**config.mk**
```make
export PLATFORM = sky130hd
export DESIGN_NAME = trunc_mul_eft
export DESIGN_NICKNAME = d
export VERILOG_FILES = /design/src/rtl/tzm_pkg.sv /design/src/rtl/tzm_lzc.sv /design/src/rtl/tzm_sig_mul.sv /design/src/rtl/tzm_pack.sv /design/src/rtl/trunc_mul_eft.sv
export SDC_FILE = /design/constraint.sdc
export NUM_CORES = 2
export LEC_CHECK = 0
export BUFFER_PORTS_ARGS = -buffer_cell sky130_fd_sc_hd__buf_2
export CAP_MARGIN = 10
export CORE_MARGIN = 2
export CORE_UTILIZATION = 64
export DETAILED_ROUTE_END_ITERATION = 10
export PLACE_DENSITY = 0.83
export SYNTH_ARGS = -nofsm -noshare
export SYNTH_HDL_FRONTEND = slang
export SYNTH_SLANG_ARGS = --single-unit
```
**constraint.sdc**
```tcl
create_clock -name clk -period 22.8 [get_ports clk]
set_input_delay 3.42 -clock clk [delete_from_list [all_inputs] [get_ports clk]]
set_output_delay 3.42 -clock clk [all_outputs]
set_load 0.02 [all_outputs]
```
**src/rtl/tzm_pkg.sv**
```systemverilog
package tzm_pkg;

    typedef enum logic [1:0] {
        ST_IDLE = 2'd0,
        ST_MUL  = 2'd1,
        ST_PACK = 2'd2
    } tzm_state_e;

endpackage

```
**src/rtl/tzm_lzc.sv**
```systemverilog
module tzm_lzc #(
    parameter int W = 24,
    localparam int CW = $clog2(W + 1)
) (
    input  logic [W-1:0]  d,
    output logic [CW-1:0] cnt
);

    // Scan upward; the highest set bit writes last and wins.
    always_comb begin
        cnt = CW'(W);
        for (int i = 0; i < W; i++) begin
            if (d[i]) cnt = CW'(W - 1 - i);
        end
    end

endmodule

```
**src/rtl/tzm_sig_mul.sv**
```systemverilog
module tzm_sig_mul #(
    parameter int FRAC_W = 23,
    localparam int SIG_W  = FRAC_W + 1,
    localparam int PROD_W = 2 * SIG_W
) (
    input  logic [FRAC_W-1:0] frac_a,
    input  logic [FRAC_W-1:0] frac_b,
    output logic [PROD_W-1:0] prod
);

    logic [PROD_W-1:0] sig_a;
    logic [PROD_W-1:0] sig_b;

    assign sig_a = PROD_W'({1'b1, frac_a});
    assign sig_b = PROD_W'({1'b1, frac_b});
    assign prod  = sig_a * sig_b;

endmodule

```
**src/rtl/tzm_pack.sv**
```systemverilog
module tzm_pack #(
    parameter int EXP_W  = 8,
    parameter int FRAC_W = 23,
    localparam int SIG_W  = FRAC_W + 1,
    localparam int PROD_W = 2 * SIG_W,
    localparam int WORD_W = 1 + EXP_W + FRAC_W,
    localparam int XW     = EXP_W + 3,
    localparam int EMAX   = (1 << EXP_W) - 1,
    localparam int CW     = $clog2(SIG_W + 1)
) (
    input  logic                 sign,
    input  logic                 zero,
    input  logic signed [XW-1:0] ep,
    input  logic [PROD_W-2:0]    norm_low,
    output logic [WORD_W-1:0]    p_word,
    output logic [WORD_W-1:0]    e_word
);

    logic [FRAC_W-1:0]    p_frac;
    logic [SIG_W-1:0]     drop;
    logic [CW-1:0]        lz;
    logic [FRAC_W-1:0]    e_frac;
    logic signed [XW-1:0] ee;

    assign p_frac = norm_low[PROD_W-2:SIG_W];
    assign drop   = norm_low[SIG_W-1:0];

    tzm_lzc #(.W(SIG_W)) lzc_i (
        .d   (drop),
        .cnt (lz)
    );

    assign e_frac = FRAC_W'(drop << lz);
    assign ee     = ep - XW'(SIG_W) - XW'(lz);

    always_comb begin
        p_word = '0;
        e_word = '0;
        if (zero || ep <= 0) begin
            p_word = '0;
        end else if (ep >= EMAX) begin
            p_word = {sign, EXP_W'(EMAX - 1), {FRAC_W{1'b1}}};
        end else begin
            p_word = {sign, ep[EXP_W-1:0], p_frac};
            if (drop != '0 && ee > 0) begin
                e_word = {sign, ee[EXP_W-1:0], e_frac};
            end
        end
    end

endmodule

```
**src/rtl/trunc_mul_eft.sv**
```systemverilog
module trunc_mul_eft
    import tzm_pkg::*;
#(
    parameter int EXP_W  = 8,
    parameter int FRAC_W = 23,
    localparam int WORD_W = 1 + EXP_W + FRAC_W,
    localparam int SIG_W  = FRAC_W + 1,
    localparam int PROD_W = 2 * SIG_W,
    localparam int XW     = EXP_W + 3,
    localparam int BIAS   = (1 << (EXP_W - 1)) - 1
) (
    input  logic              clk,
    input  logic              rst_n,
    input  logic              in_valid,
    input  logic [WORD_W-1:0] a_in,
    input  logic [WORD_W-1:0] b_in,
    output logic              out_valid,
    output logic [WORD_W-1:0] p_out,
    output logic [WORD_W-1:0] e_out
);

    tzm_state_e state_q, state_d;

    logic [WORD_W-1:0]    op_a, op_b;
    logic [PROD_W-1:0]    prod;
    logic [PROD_W-2:0]    norm_d, norm_q;
    logic signed [XW-1:0] ep_d, ep_q;
    logic signed [XW-1:0] ea_x, eb_x;
    logic                 sign_q, zero_q;
    logic [WORD_W-1:0]    p_w, e_w;

    // State register
    always_ff @(posedge clk or negedge rst_n) begin
        if (!rst_n) state_q <= ST_IDLE;
        else        state_q <= state_d;
    end

    // Transitions T_ACCEPT, T_STEP, T_EMIT
    always_comb begin
        state_d = state_q;
        unique case (state_q)
            ST_IDLE: if (in_valid) state_d = ST_MUL;
            ST_MUL:  state_d = ST_PACK;
            ST_PACK: state_d = ST_IDLE;
            default: state_d = ST_IDLE;
        endcase
    end

    tzm_sig_mul #(.FRAC_W(FRAC_W)) mul_i (
        .frac_a (op_a[FRAC_W-1:0]),
        .frac_b (op_b[FRAC_W-1:0]),
        .prod   (prod)
    );

    assign ea_x   = XW'(op_a[WORD_W-2:FRAC_W]);
    assign eb_x   = XW'(op_b[WORD_W-2:FRAC_W]);
    assign norm_d = prod[PROD_W-1] ? prod[PROD_W-2:0]
                                   : {prod[PROD_W-3:0], 1'b0};
    assign ep_d   = ea_x + eb_x - XW'(BIAS) + XW'(prod[PROD_W-1]);

    // Datapath registers advanced by the state machine
    always_ff @(posedge clk or negedge rst_n) begin
        if (!rst_n) begin
            op_a   <= '0;
            op_b   <= '0;
            norm_q <= '0;
            ep_q   <= '0;
            sign_q <= 1'b0;
            zero_q <= 1'b1;
        end else begin
            unique case (state_q)
                ST_IDLE: if (in_valid) begin
                    op_a <= a_in;
                    op_b <= b_in;
                end
                ST_MUL: begin
                    norm_q <= norm_d;
                    ep_q   <= ep_d;
                    sign_q <= op_a[WORD_W-1] ^ op_b[WORD_W-1];
                    zero_q <= (op_a[WORD_W-2:FRAC_W] == '0) ||
                              (op_b[WORD_W-2:FRAC_W] == '0);
                end
                ST_PACK: ;
                default: ;
            endcase
        end
    end

    tzm_pack #(.EXP_W(EXP_W), .FRAC_W(FRAC_W)) pack_i (
        .sign     (sign_q),
        .zero     (zero_q),
        .ep       (ep_q),
        .norm_low (norm_q),
        .p_word   (p_w),
        .e_word   (e_w)
    );

    // Output process
    always_ff @(posedge clk or negedge rst_n) begin
        if (!rst_n) begin
            out_valid <= 1'b0;
            p_out     <= '0;
            e_out     <= '0;
        end else begin
            out_valid <= (state_q == ST_PACK);
            if (state_q == ST_PACK) begin
                p_out <= p_w;
                e_out <= e_w;
            end
        end
    end

endmodule

```
==> results.json <==
{
  "fp.dieH_um": 213,
  "cp_max_fo": 41,
  "hold_depth": 2,
  "synth_edf_count": 0,
  "drc_errors": 0,
  "slowest_delay_ns": 0.85,
  "period_minus_slack_ns": 9.40,
  "rsz0062_at_grt": "false",
  "ys_seq_area_share_pct": 17.0,
  "ys_warn_count": 0,
  "die_x_um": 213,
  "routed_wl_um": 75500,
  "r2r-start": "op_a[1]$_DFFE_PN0P_",
  "arrival_ns": 9.78,
  "cts_post_setup_buffers_inserted": 0,
  "syn-num-nets": 3822,
  "endpoint_kind": "flop",
  "reg2reg_depth": 29,
  "synth.distinct_cells": 74,
  "cts_resized": 0,
  "fin_tns_setup_ns": 0,
  "grt_pass1_vias": 23300,
  "track_usage_pct": 35.3,
  "pin_count": 132,
  "ant_nets": 0,
  "fmax_mhz": 106,
  "hp-start": "p_out[6]$_DFFE_PN0P_",
  "nNetsFinal": 3839,
  "grt_antenna_before_repair": 1,
  "critical_path_class": "reg2reg",
  "status": "finished clean",
  "initial_utilization_pct": 65.0,
  "grt_pass1_wl_um": 122000,
  "async_flop_share_pct": 100,
  "numPortBuffers": 131,
  "synthFlopType": "dfrtp_1",
  "gp_congestion": 0.957,
  "wire_per_inst_um": 20.5,
  "fin_crit_sh_pct": 41.2,
  "ff2ff_setup_slack_ns": 13.41,
  "root_buffer": "clkbuf_16",
  "grt_remaining_overflow": 0,
  "slew_violations": 0,
  "cts_sinks": 191,
  "whs_endpoint": "p_out[6]$_DFFE_PN0P_",
  "whs_ns": 0.483,
  "path_common_cell": "fa_1",
  "layout-drive-gt1-share_pct": 8.51,
  "skew_ns": 0.0169,
  "vias": 21800,
  "drt_iter0_drc": 1808,
  "area_delta_synth_final_pct": 5.72,
  "setup_viol_count_final": 0,
  "grt_max_degree": 87,
  "clockBufferDepth": 2,
  "hold_buffers": 0,
  "worst_pin_slew_ns": 1.20,
  "via_per_inst": 5.91,
  "clkTransAtPathRegs_ns": 0.09,
  "synthCells": 3071,
  "crit_slowest_cell": "dfrtp_1",
  "dp.final_hpwl_um": 59000,
  "syn_avg_cell_area_um2": 9.14,
  "ys_ff_latch": 191,
  "syn_area_um2": 28100,
  "drv_cap": 0,
  "firstDrtPassIters": 6,
  "start_kind": "flop",
  "cts_max_level": 4,
  "rows": 76,
  "cts_tree": "built",
  "clkLatencyLatePin_ns": 0.50,
  "hold_path_class": "reg2reg",
  "slew_headroom_pct": 20.2,
  "cts_inserted_buffers": 17,
  "cp.required_ns": 23.19,
  "core_um2": 43200,
  "hold_viol_final": 0,
  "die-area_um2": 45600,
  "timing.rr.end": "ep_q[6]$_DFFE_PN0N_"
}
==> stage by stage <==
stage | utilization (%) | setup WS, ns | instances | area, um2
6_report | 68.8 | 13.41 | 3688 | 29700
4_1_cts | 68.8 | 13.48 | 3686 | 29700
3_3_place_gp | 67.3 | 13.85 | 3654 | 29000
5_1_grt | 68.8 | 13.06 | 3687 | 29700
2_1_floorplan | - | 15.05 | 3071 | 28100
3_5_place_dp | 67.3 | 13.57 | 3654 | 29000
==> cells by family after synthesis <==
| kind of cell | synth area share (%) |
|---|---|
| and+or+nand+nor | 14.7 |
| adders and majority gates | 43.4 |
| DFF | 17.0 |
| muxes | 3.95 |
| AOI/OAI and AO/OA | 8.99 |
| xor gates and xnor gates | 1.84 |
| buffers and inverters | 10.1 |
==> per-layer routing <==
metal | GRT usage, % | vias to the layer above | routed length [um]
li1 | - | 9567 | -
met1 | 45.3 | 11100 | 29500
met2 | 58.5 | 923 | 37000
met3 | 6.12 | 235 | 5430
met4 | 17.1 | 0 | 3590
met5 | 0 | - | 0
==> cells in the mapped netlist (16+ instances only) <==
cell type | instances | area, um2
and2_1 | 194 | 1210
mux2_2 | 54 | 608
a221o_1 | 19 | 190
a21o_1 | 26 | 195
nor2_1 | 114 | 428
o21ai_0 | 115 | 576
inv_1 | 593 | 2230
nor3_1 | 21 | 105
xnor2_1 | 30 | 263
dfrtp_1 | 190 | 4750
xor2_1 | 29 | 254
a211oi_1 | 16 | 120
a21oi_1 | 69 | 345
nand3_1 | 17 | 85.1
mux2i_1 | 50 | 500
nand2_1 | 495 | 1860
fa_1 | 484 | 9690
clkbuf_1 | 137 | 514
ha_1 | 200 | 2500
==> layout make-up <==
type / instances / area, um2
multi-input cells: 2129 / 20500
fillers: 3353 / 13500
flip-flops and latches: 191 / 4780
inverters: 598 / 2240
repair buffers: 151 / 815
well taps: 585 / 732
clock buffers: 17 / 425
clock inverters: 15 / 215
diodes: 2 / 5.00
==> sequential cells by signal, summed over array words and instances (netlist names) <==
signal and cells:
op_a 32, ep_q 11, p_out 32, sign_q 1
zero_q 1, e_out 32, out_valid 1, op_b 32
state_q 2, norm_q 47
==> layout by cell type (no fill, tap or decap), types with 26 or more instances in the layout <==
cell     Yosys  final
inv_1      593    593
nand2_1    495    495
fa_1       484    484
ha_1       200    200
and2_1     194    194
dfrtp_1    190    190
buf_2       14    130
o21ai_0    115    115
nor2_1     114    114
a21oi_1     69     69
mux2_2      54     54
mux2i_1     50     50
xnor2_1     30     30
xor2_1      29     29
a21o_1      26     26
==> worst max-delay path: cells and delay by family (launching register included) <==
| kind | cells | cell delay, ns |
|---|---|---|
| flip-flops | 1 | 0.85 |
| XOR/XNOR | 1 | 0.16 |
| buffers and inverters | 7 | 1.63 |
| AO/OA/AOI/OAI | 5 | 0.94 |
| AND/OR/NAND/NOR | 6 | 1.50 |
| adder cells (fa/ha/maj) | 10 | 4.19 |
==> how the worst max path moves through the flow <==
stage / from / to / slack [ns] / depth (start not counted)
after floorplan: op_a[20]$_DFFE_PN0P_ / ep_q[10]$_DFFE_PN0N_ / 15.05 / 31
after global placement: op_a[1]$_DFFE_PN0P_ / ep_q[10]$_DFFE_PN0N_ / 13.85 / 29
after detailed placement: op_a[1]$_DFFE_PN0P_ / ep_q[10]$_DFFE_PN0N_ / 13.57 / 29
after CTS: op_a[1]$_DFFE_PN0P_ / ep_q[6]$_DFFE_PN0N_ / 13.48 / 29
after global routing: op_a[1]$_DFFE_PN0P_ / ep_q[6]$_DFFE_PN0N_ / 13.06 / 29
final: op_a[1]$_DFFE_PN0P_ / ep_q[6]$_DFFE_PN0N_ / 13.41 / 29
Power is left out: the tool's default activity adds up to more than one toggle a clock period on the data nets, which glitch-free logic cannot reach.
